## src/rtl/wake_pkg.sv

```systemverilog
package wake_pkg;
  typedef enum logic [1:0] {
    PM_NORMAL  = 2'b00,
    PM_STANDBY = 2'b01,
    PM_SLEEP   = 2'b10,
    PM_STOP    = 2'b11
  } pwr_mode_e;

  typedef enum logic [1:0] {
    SENSE_OFF  = 2'b00,
    SENSE_HIGH = 2'b01,
    SENSE_LOW  = 2'b10,
    SENSE_ANY  = 2'b11
  } sense_e;
endpackage

```

## src/rtl/wake_rst_sync.sv

```systemverilog
module wake_rst_sync (
  input  logic clk,
  input  logic rst_n,
  output logic rst_sync_n
);
  logic [1:0] sh_q;

  always_ff @(posedge clk or negedge rst_n) begin
    if (!rst_n) sh_q <= 2'b00;
    else        sh_q <= {sh_q[0], 1'b1};
  end

  assign rst_sync_n = sh_q[1];
endmodule

```

## src/rtl/wake_filter.sv

```systemverilog
module wake_filter #(
  parameter int FILT_CYC = 4
) (
  input  logic clk,
  input  logic rst_n,
  input  logic pin_i,
  output logic lvl_o,
  output logic chg_o
);
  localparam int CW = (FILT_CYC > 1) ? $clog2(FILT_CYC) : 1;

  logic          s1_q, s2_q, lvl_q, lvl_d_q;
  logic [CW-1:0] cnt_q, cnt_d;
  logic          lvl_n;

  always_comb begin
    cnt_d = '0;
    lvl_n = lvl_q;
    if (s2_q != lvl_q) begin
      if (cnt_q == CW'(FILT_CYC - 1)) lvl_n = s2_q;
      else                            cnt_d = cnt_q + 1'b1;
    end
  end

  always_ff @(posedge clk or negedge rst_n) begin
    if (!rst_n) begin
      s1_q    <= 1'b0;
      s2_q    <= 1'b0;
      lvl_q   <= 1'b0;
      lvl_d_q <= 1'b0;
      cnt_q   <= '0;
    end else begin
      s1_q    <= pin_i;
      s2_q    <= s1_q;
      lvl_q   <= lvl_n;
      lvl_d_q <= lvl_q;
      cnt_q   <= cnt_d;
    end
  end

  assign lvl_o = lvl_q;
  assign chg_o = lvl_q ^ lvl_d_q;

  // a debounced change only follows a synchronised level seen on consecutive cycles
  p_filter_hold_r2: assert property (@(posedge clk) disable iff (!rst_n)
    (lvl_q != $past(lvl_q)) |-> ($past(s2_q) == lvl_q && $past(s2_q, 2) == lvl_q));
endmodule

```

## src/rtl/wake_cond.sv

```systemverilog
module wake_cond import wake_pkg::*; (
  input  logic [1:0] sel_i,
  input  logic       lvl_i,
  input  logic       chg_i,
  output logic       hit_o
);
  always_comb begin
    unique case (sense_e'(sel_i))
      SENSE_HIGH: hit_o = lvl_i;
      SENSE_LOW:  hit_o = ~lvl_i;
      SENSE_ANY:  hit_o = chg_i;
      default:    hit_o = 1'b0;
    endcase
  end
endmodule

```

## src/rtl/wake_sense.sv

```systemverilog
module wake_sense import wake_pkg::*; #(
  parameter int N_IN     = 4,
  parameter int FILT_CYC = 4
) (
  input  logic            clk,
  input  logic            rst_n,
  input  logic [1:0]      mode_i,
  input  logic            cfg_we_i,
  input  logic [N_IN-1:0] cfg_wdata_i,
  input  logic [N_IN-1:0] pin_i,
  input  logic            stat_rd_i,
  input  logic            wd_timeout_i,
  output logic [N_IN-1:0] stat_o,
  output logic            wake_req_o
);
  localparam int N_PAIR = N_IN / 2;
  localparam int CFG_W  = 2 * N_PAIR;

  logic             rst_sync_n;
  logic [CFG_W-1:0] cfg_q;
  logic [N_IN-1:0]  lvl_vec, chg_vec, hit_vec;
  logic [N_IN-1:0]  src_q, src_d;
  logic             sleep_q, woke_q, woke_d, hold_q, hold_d;
  logic             stop_src_q, stop_src_d, req_q;
  logic             in_low, entry, evt;

  wake_rst_sync u_rst (.clk(clk), .rst_n(rst_n), .rst_sync_n(rst_sync_n));

  for (genvar i = 0; i < N_IN; i++) begin : g_in
    wake_filter #(.FILT_CYC(FILT_CYC)) u_filt (
      .clk(clk), .rst_n(rst_sync_n), .pin_i(pin_i[i]),
      .lvl_o(lvl_vec[i]), .chg_o(chg_vec[i]));
    wake_cond u_cond (
      .sel_i(cfg_q[2*(i/2) +: 2]), .lvl_i(lvl_vec[i]),
      .chg_i(chg_vec[i]), .hit_o(hit_vec[i]));
  end

  assign in_low = mode_i[1];
  assign entry  = in_low & ~sleep_q;
  assign evt    = in_low & sleep_q & ~woke_q & (|hit_vec);

  always_comb begin
    woke_d     = woke_q;
    hold_d     = hold_q;
    src_d      = src_q;
    stop_src_d = stop_src_q;
    if (entry) begin
      woke_d     = 1'b0;
      hold_d     = 1'b0;
      src_d      = '0;
      stop_src_d = 1'b0;
    end else if (evt) begin
      woke_d     = 1'b1;
      hold_d     = 1'b1;
      src_d      = hit_vec;
      stop_src_d = (pwr_mode_e'(mode_i) == PM_STOP);
    end else if (stat_rd_i) begin
      hold_d = 1'b0;
    end else if (wd_timeout_i && hold_q && stop_src_q) begin
      src_d = '0;
    end
  end

  always_ff @(posedge clk or negedge rst_sync_n) begin
    if (!rst_sync_n) begin
      cfg_q      <= '0;
      sleep_q    <= 1'b0;
      woke_q     <= 1'b0;
      hold_q     <= 1'b0;
      src_q      <= '0;
      stop_src_q <= 1'b0;
      req_q      <= 1'b0;
    end else begin
      if (cfg_we_i) cfg_q <= cfg_wdata_i[CFG_W-1:0];
      sleep_q    <= in_low;
      woke_q     <= woke_d;
      hold_q     <= hold_d;
      src_q      <= src_d;
      stop_src_q <= stop_src_d;
      req_q      <= evt;
    end
  end

  assign stat_o     = hold_q ? src_q : lvl_vec;
  assign wake_req_o = req_q;

  // request is a single-cycle pulse
  p_req_pulse_r5: assert property (@(posedge clk) disable iff (!rst_sync_n)
    wake_req_o |=> !wake_req_o);
  // request only follows a cycle spent in Sleep or Stop
  p_req_mode_r5: assert property (@(posedge clk) disable iff (!rst_sync_n)
    wake_req_o |-> $past(mode_i[1]));
  // after a read strobe the status follows the debounced levels
  p_live_after_read_r6: assert property (@(posedge clk) disable iff (!rst_sync_n)
    (stat_rd_i && !entry && !evt) |=> (stat_o == lvl_vec));
  // watchdog timeout on an unread wake from Stop empties the status
  p_wdt_clear_r8: assert property (@(posedge clk) disable iff (!rst_sync_n)
    (wd_timeout_i && hold_q && stop_src_q && !stat_rd_i && !entry) |=> (stat_o == '0));
endmodule

```

## config.mk

```make
export PLATFORM = sky130hd
export DESIGN_NAME = wake_sense
export DESIGN_NICKNAME = d
export VERILOG_FILES = /design/src/rtl/wake_pkg.sv /design/src/rtl/wake_rst_sync.sv /design/src/rtl/wake_filter.sv /design/src/rtl/wake_cond.sv /design/src/rtl/wake_sense.sv
export SDC_FILE = /design/constraint.sdc
export NUM_CORES = 1
export LEC_CHECK = 0
export ABC_CLOCK_PERIOD_IN_PS = 1700
export CAP_MARGIN = 15
export CORE_MARGIN = 4
export CORE_UTILIZATION = 45
export DETAILED_ROUTE_END_ITERATION = 8
export DONT_BUFFER_PORTS = 1
export GPL_TIMING_DRIVEN = 0
export HOLD_SLACK_MARGIN = 0.15
export PLACE_DENSITY = 0.63
export SLEW_MARGIN = 20
export SYNTH_ARGS = -nofsm -noshare
export SYNTH_HDL_FRONTEND = slang
export SYNTH_SLANG_ARGS = --single-unit
export TNS_END_PERCENT = 50
```

## constraint.sdc

```tcl
create_clock -name clk -period 1.7 [get_ports clk]
set_input_delay 0 -clock clk [delete_from_list [all_inputs] [get_ports clk]]
set_output_delay 0 -clock clk [all_outputs]
set_load 0.05 [all_outputs]
```

# == Yosys cells after proc, flatten, opt, wreduce, memory -nomap -nowiden ==
# Index checks and enable logic that the tools add are counted.
# classes
n_addsub,4
eq_ne,16
n_mux,24
bitwise,14
reduce_logical,11
# op_table
cell,count
two-way mux 4 bit,5
== test 2 bit (second input constant),9
two-way mux 2 bit,8
one-hot mux 1 bit (3 select lines),4
AND reduction 2 bit,5
adder 2 x 1 -> 2 bit (second input constant),4
two-way mux 1 bit,7
inverter 1 bit,6
nonzero test 3 bit,2
AND 1 bit,4
== test 2 x 1 -> 1 bit (second input constant),2
inequality test 1 bit,4
OR reduction 4 bit,1
bitwise XOR 1 bit,4
inequality test 3 x 1 -> 1 bit (second input constant),1
logical AND 1 bit,2
nonzero test 2 bit,1
# totals
register_bits,39
inputBits,15
out_inout_bits,5
word_cells,97

# == Logic depth before layout (Yosys ltp) ==
# Gate-level depths: netlist of the first run.
# depth
word_depth,6
ltp_mapped,6
depth_no_buf,5

# == By module ==
# From an unflattened synthesis of the first run, not the netlist that was laid out.
# hier_totals
cells_unflattened,102
hier_area_um2,1521.5
# modules_own_cells
mod,instances,cells_each,area_each_um2,seq_area_each_um2
wake_filter,4,12,207.7,150.1
wake_sense,1,39,556.8,325.3
wake_cond,4,3,20.0,0.0
wake_rst_sync,1,3,53.8,50.0

# == Worst setup path after synthesis of the first run ==
# No wires, ideal clock.
# synth_path
path_type,register to register
from,register g_in[0].u_filt.lvl_q
to,register stop_src_q
setup_ps,125
arrival_time_ps,1755
required_time_ps,1575
path_slack_ps,-181
stages_incl_launch_ff,7
cell_sequence,dfrtp_1 buf_6 or4_4 o22ai_2 nor3_2 o21ai_4 mux2_4
# synth_between
elab_chain_cells,5
elab_cells_between_ends,6
# synth_rtl
item,line_no,text
start: declaration,wake_filter.sv:12,"logic s1_q, s2_q, lvl_q, lvl_d_q;"
start signal: assignment,wake_filter.sv:35,lvl_q <= lvl_n;
bitwise XOR 1 bit / inverter 1 bit (equally long branches),"wake_filter.sv:42, wake_cond.sv:10",
one-hot mux 1 bit (3 select lines) *,wake_cond.sv:8,unique case (sense_e'(sel_i))
OR reduction 4 bit *,wake_sense.sv:40,assign evt = in_low & sleep_q & ~woke_q & (|hit_vec);
AND 1 bit *,wake_sense.sv:40,
nonzero test 2 bit (no line) *,n/a,
end signal: assignment,wake_sense.sv:79,stop_src_q <= stop_src_d;
end: declaration,wake_sense.sv:24,"logic stop_src_q, stop_src_d, req_q;"
# Mark *: on every way between the ends. The rest lies on a longest branch, timed or not.
# A chain may end at the register's enable or synchronous reset.

# == Worst setup path after layout of the first run ==
# Ends and elaborated chain as after synthesis.

==> metrics.md, run 1 <==
| Metric | Value |
|---|---|
| Kind of critical path | `register to register` |
| Synth top area cells | `dfrtp_1 (59%), mux2_2 (7.6%), ha_1 (3.1%)` |
| Clock Power Share | `0.184` |
| H-tree levels | `2` |
| Final hold vios | `0` |
| F_max | `roughly 540 MHz` |
| Switch Pwr | `1.18 mW` |
| CP Launch Point | `g_in[0].u_filt.lvl_o` |
| Die area | `approximately 4700 µm²` |
| Mapped Cells | `about 130` |
| Vias in the first global route | `roughly 1100` |
| GP Congestion | `between 0.7 and 0.8` |
| Initial DRT Pass Iterations | `4` |
| Initial core utilization | `0.480` |
| Layout cells sized above 1 | `0.259` |
| Via count | `around 1100` |
| CP max FO | `6` |
| Reg2reg start | `g_in[0].u_filt.lvl_o` |
| Initial antenna violation count | `0` |
| Power Dens Cells | `roughly 1600 nW/µm²` |
| Met1 GRT Util | `0.177` |
| Met2 GRT Util | `0.256` |
| Die width | `68.4 µm` |
| DR DRC count | `0` |
| CTS root buf | `clkbuf_4` |
| Flop and latch count out of synthesis | `39` |
| Placed Area | `around 1700 µm²` |
| RSZ-0062 raised after global routing | `yes` |
| Req. time, crit path | `between 1.5 and 2 ns` |
| Cell variety after synth | `37` |
| Synth Cell Area | `approximately 1600 µm²` |
| EDFF count, synth | `0` |
| Worst setup path endpoint | `stop_src_q` |
| Global-route wire length before repair | `5200 µm` |
| Crit start category | `register` |
| Tmin final | `1.85 ns` |
| Critical path depth | `6` |
| Setup TNS | `-0.620 ns` |
| Worst VDD drop | `approximately 0.88 mV` |
| R2R Path End | `stop_src_q` |
| Sequential Power Share | `0.425` |
| Synthesized area per cell | `12.8 µm²` |
| Hold_ws | `0.143 ns` |
| CP peak stage delay | `between 0.4 and 0.5 ns` |
| Leakage power | `0.936 nW` |
| Combinational power share | `0.391` |
| Tot Pwr | `between 3 and 4 mW` |
| I/O pins | `20` |
| Switching Share | `0.361` |
| DP Cell Count | `~180` |
| Number of clock sinks | `39` |
| Setup violators final | `7` |
| Fin cells | `204` |
| Status | `finished with violations` |
| CP arrival | `between 2 and 2.5 ns` |
| Hpwl dp | `~1900 µm` |
| Die Ht | `~68 µm` |
| Post-synth ARST share | `1.00` |
| CP top delay family | `simple AND/OR/NAND/NOR gates` |
| Wirelength, routed | `a little over 3000 µm` |
| Reg2reg path depth | `6` |
| Max cap viols | `0` |
| End-of-flow core utilization | `0.608` |
| Synthesized net count | `147` |
| Predominant post-synthesis flop cell | `dfrtp_1` |
| Clock Latency Late Sink | `between 0.3 and 0.4 ns` |
| N_diodes | `0` |
| Pre-CTS setup slack | `-0.348 ns` |
| GR peak layer | `met2` |
| Critical Path Slowest Stage Cell | `or4_4` |
| CP endpoint kind | `register` |
| CTS tree | `done` |
| Count leader, synth | `dfrtp_1` |
| Post-synth top cells | `dfrtp_1 (39), mux2_2 (11), nand2_1 (9)` |
| Synth warn | `0` |
| Clk buf depth | `2` |
| Tot GR Track Use | `0.157` |
| Leading area contributor after synthesis | `dfrtp_1` |
| I/O Buffers | `0` |
| Failing checks | `setup timing` |
| Vias/cell | `~5.3` |
| Hold WC Path Type | `register to async pin` |
| Site Rows | `21` |
| CP cell instances | `buf_6 -> or4_4 -> o22ai_4 -> nor3_4 -> o21ai_4 -> mux2_4` |
| R2R setup slack | `-0.15 ns` |
| Setup ws final | `-0.147 ns` |
| GRT overflow | `0` |
| CTS clk-pin slew, worst paths | `0.12 ns` |
| Final period utilization | `1.09` |
| Initial drt markers | `a little under 70` |
| Setup skew after layout | `0.0182 ns` |
| Post-synth top area share | `0.595` |
| Final slew viol count | `0` |
| Pin count of the biggest net entering global routing | `28` |
| Core Area | `approximately 3400 µm²` |
| Fin area | `~2100 µm²` |
| Routed WL per cell | `15.1 µm` |
| CTS Buf Count | `5` |
| Seq/Total Area, Yosys | `0.595` |
| P_int | `roughly 2.1 mW` |
| Final net count | `around 180` |
| Crit path buffers/inverters | `1` |
| Global Route met3 Usage | `0.0558` |
| Antenna Nets Post-Route | `0` |
| Area delta synth->final | `26.5%` |
==> per-layer routing <==
| layer | up-vias | wire, µm |
|---|---|---|
| met2 | 18 | 1580 |
| met1 | 532 | 1260 |
| met5 | - | 0 |
| li1 | 512 | - |
| met4 | 0 | 101 |
| met3 | 11 | 135 |
==> placed cells by master (no fill, tap or decap), types with 4 or more instances in the layout <==
| master | count |
|---|---|
| dfrtp_1 | 37 |
| dlygate4sd3_1 | 15 |
| mux2_2 | 11 |
| nand2_1 | 9 |
| o21ai_0 | 8 |
| buf_4 | 7 |
| nand3_1 | 6 |
| nor2b_1 | 5 |
| clkbuf_4 | 5 |
| nand2b_1 | 4 |
| a32o_1 | 4 |
| ha_1 | 4 |
==> timing repair <==
action,4_1_cts,5_1_grt
buffers inserted,5,2
hold endpoints to repair,18,0
pin swaps,6,4
hold buffers,15,0
gates resized for setup,5,10
endpoints found under the setup margin,8,8
==> cell families (layout without fill, tap and decap cells) <==
logic type      count (synthesis)  after routing  share of synthesized area
flops                          39             39                      0.595
buf+inv                         7             37                     0.0229
other cells                     1              1                    0.00229
xor+xnor                        4              4                     0.0214
fa+ha+maj                       4              4                     0.0305
mux                            12             12                     0.0847
compound gates                 23             23                      0.107
simple gates                   38             38                      0.137
==> worst min path at each step <==
stage / cells past startpoint / end / start / slack (ns)
after floorplan: 0 / u_rst.sh_q[0] / rst_n / -0.30
after global placement: 0 / u_rst.sh_q[0] / rst_n / -0.30
after detailed placement: 0 / u_rst.sh_q[0] / rst_n / -0.30
after CTS: 0 / src_q[3] / u_rst.sh_q[1] / 0.16
after global routing: 0 / src_q[1] / u_rst.sh_q[1] / 0.18
final: 0 / src_q[3] / u_rst.sh_q[1] / 0.14
==> power by group through the flow <==
stage	registers (mW)	logic (mW)	clock network, mW
floorplan	1.34	0.858	0
global placement	1.38	0.939	0
finish	1.39	1.28	0.600
global route	1.44	1.39	0.656
detailed placement	1.39	0.998	0
CTS	1.37	1.16	0.613
==> registers in the layout (all words and copies together), names as in the netlist <==
signal               flops
g_in.u_filt.s1_q         4
wake_req_o               1
src_q                    4
g_in.u_filt.cnt_q        8
u_rst.sh_q               2
g_in.u_filt.s2_q         4
g_in.u_filt.lvl_o        4
sleep_q                  1
stop_src_q               1
cfg_q                    4
g_in.u_filt.lvl_d_q      4
hold_q                   1
woke_q                   1
==> cell type report <==
| type | count | area [µm²] |
|---|---|---|
| clock buffer | 7 | 45.0 |
| sequential | 39 | 978 |
| multi-input combinational | 82 | 697 |
| inverter | 3 | 11.3 |
| clock inverter | 1 | 30.0 |
| fill | 273 | 1340 |
| tap | 46 | 57.6 |
| timing repair buffer | 23 | 223 |
| buffer | 3 | 33.8 |
(Power assumes the default switching activity.)
==> inputs of run 2 (changes only) <==
REMOVE_ABC_BUFFERS = 1   (was unset)
==> run 2 against run 1 <==
Worst hold slack better by 0.063 ns. Global-route usage fell by 0.81 points. Sequential cell count unchanged. Highest routed layer unchanged. Final cell count is 4.4% higher. Design area up 1.6%. Fmax rose by 1.0%. Wire length fell by 2.4%. Via count up 4.8%. Power up 1.8%. Largest cell class unchanged. The flow still finishes with violations (setup timing).
==> metrics.md, run 2 (synthesized netlist as in run 1, its figures left out) <==
| Metric | Value |
|---|---|
| Hold WC Path Type | `primary input to register` |
| I/O Buffers | `0` |
| Top reg by flops | `g_in.u_filt.cnt_q` |
| Initial core utilization | `0.480` |
| Global-route wire length before repair | `about 5000 µm` |
| Die area | `4680 µm²` |
| I/O pins | `20` |
| GRT overflow | `0` |
| Wirelength, routed | `3000 µm` |
| Number of flip-flops in the largest register | `8` |
| Max cap viols | `0` |
| CTS root buf | `clkbuf_4` |
| Layout cells sized above 1 | `0.323` |
| R2R setup slack | `-0.13 ns` |
| N_diodes | `0` |
| CP endpoint kind | `register` |
| Req. time, crit path | `between 1.5 and 2 ns` |
| Clock Latency Late Sink | `0.34 ns` |
| Site Rows | `21` |
| Final net count | `185` |
| Fin cells | `between 200 and 250` |
| Setup skew after layout | `roughly 0.005 ns` |
| CTS tree | `done` |
| DP Cell Count | `170` |
| End-of-flow core utilization | `0.618` |
| Initial drt markers | `44` |
| Clk buf depth | `2` |
| Die Ht | `a little under 70 µm` |
| Area delta synth->final | `28.6%` |
| Antenna Nets Post-Route | `0` |
| Most frequent cells in the layout | `dfrtp_1 (33), buf_4 (18), dlygate4sd3_1 (15)` |
| Setup violators final | `5` |
| CP arrival | `approximately 2.1 ns` |
| Crit start category | `register` |
| CTS Buf Count | `5` |
| Number of clock sinks | `39` |
| Setup ws final | `-0.128 ns` |
| Final slew viol count | `0` |
| Actual slew at the worst max-slew pin | `between 0.7 and 0.8 ns` |
| Kind of critical path | `register to register` |
| Leakage power | `0.964 nW` |
| Routed WL per cell | `14.1 µm` |
| Pin count of the biggest net entering global routing | `38` |
| Most common cell after layout, fill and taps aside | `dfrtp_1` |
| Final hold vios | `0` |
| Tot GR Track Use | `0.149` |
| Slew HR | `0.486` |
| CTS clk-pin slew, worst paths | `0.11 ns` |
| Initial DRT Pass Iterations | `4` |
| Tmin final | `~1.8 ns` |
| GP Congestion | `0.754` |
| Hpwl dp | `1850 µm` |
| Failing checks | `setup timing` |
| H-tree levels | `2` |
| RSZ-0062 raised after global routing | `yes` |
| Die width | `68.4 µm` |
| Core Area | `between 3000 and 4000 µm²` |
| Status | `finished with violations` |
| CP max FO | `3` |
| Via count | `roughly 1100` |
| Worst VDD drop | `0.725 mV` |
| DR DRC count | `0` |
| Vias/cell | `5.28` |
| Initial antenna violation count | `0` |
| Fill cells | `293` |
| Power Dens Cells | `1580 nW/µm²` |
| Vias in the first global route | `1127` |
| F_max | `547 MHz` |
| Final period utilization | `1.08` |
## run 2: cell types whose count changed in the layout (fill, tap and decap cells not counted), moves of 2 or more
cell / delta
buf_4: +11
clkbuf_1: -2
dfrtp_1: -4
dfrtp_2: +4
## run 2: worst paths after layout
check | from | endpoint | cells after the start
setup / recovery | g_in[0].u_filt.lvl_o | stop_src_q | 5
hold / removal | pin_i[3] | g_in[3].u_filt.s1_q | 1
setup reg to reg | g_in[0].u_filt.lvl_o | stop_src_q | 5
hold reg to reg | u_rst.sh_q[1] | g_in[0].u_filt.s1_q | 0
max in group asynchronous | u_rst.sh_q[1] | cfg_q[3] | 0
min in group asynchronous | u_rst.sh_q[1] | g_in[0].u_filt.s1_q | 0
## run 2: area by class of cell
| class | instances | area, µm² | share of cell area |
|---|---|---|---|
| Clock inverter | 2 | 35.0 | 0.0166 |
| Sequential cell | 39 | 983 | 0.466 |
| Tap cell | 46 | 57.6 | 0.0273 |
| Inverter | 3 | 11.3 | 0.00534 |
| Multi-Input combinational cell | 82 | 663 | 0.314 |
| Clock buffer | 6 | 51.3 | 0.0243 |
| Timing Repair Buffer | 35 | 308 | 0.146 |
## run 2: worst max-delay path: stages (launching register included)
cell and delay, ns:
dfrtp_2 0.43, or4_4 0.54, o22ai_4 0.18, nor3_4 0.07, o21ai_4 0.19, mux2_4 0.32
## run 2: what timing repair did
item	in CTS	in global routing
hold buffers	15	0
resized for setup	11	3
setup endpoints to repair	8	8
buffers inserted	16	4
pin swaps	5	3
endpoints found under the hold margin	19	0
gates cloned	0	0
## run 2: routing by layer
metal	vias to the layer above	GRT usage	wire length [µm]
met5	-	0	0
met4	0	0.0670	59
met3	10	0.0493	136
met2	22	0.245	1480
met1	562	0.175	1320
li1	530	-	-
## run 2: power by group
group,internal (mW),switching (mW)
Sequential,1.18,0.249
Combinational,0.640,0.622
Clock,0.347,0.292
Total,2.16,1.16
## run 2: per-stage QoR
stage	setup slack [ns]	power, mW	cell area (µm²)	hold WS [ns]	setup TNS (ns)
after CTS	-0.118	3.25	2070	0.181	-0.305
after global routing	-0.196	3.55	2110	0.184	-0.881
final	-0.128	3.33	2110	0.205	-0.342
after global placement	-0.266	2.25	1670	-0.296	-0.705
after detailed placement	-0.302	2.31	1670	-0.296	-0.991
after floorplan	-0.155	2.13	1610	-0.296	-0.155
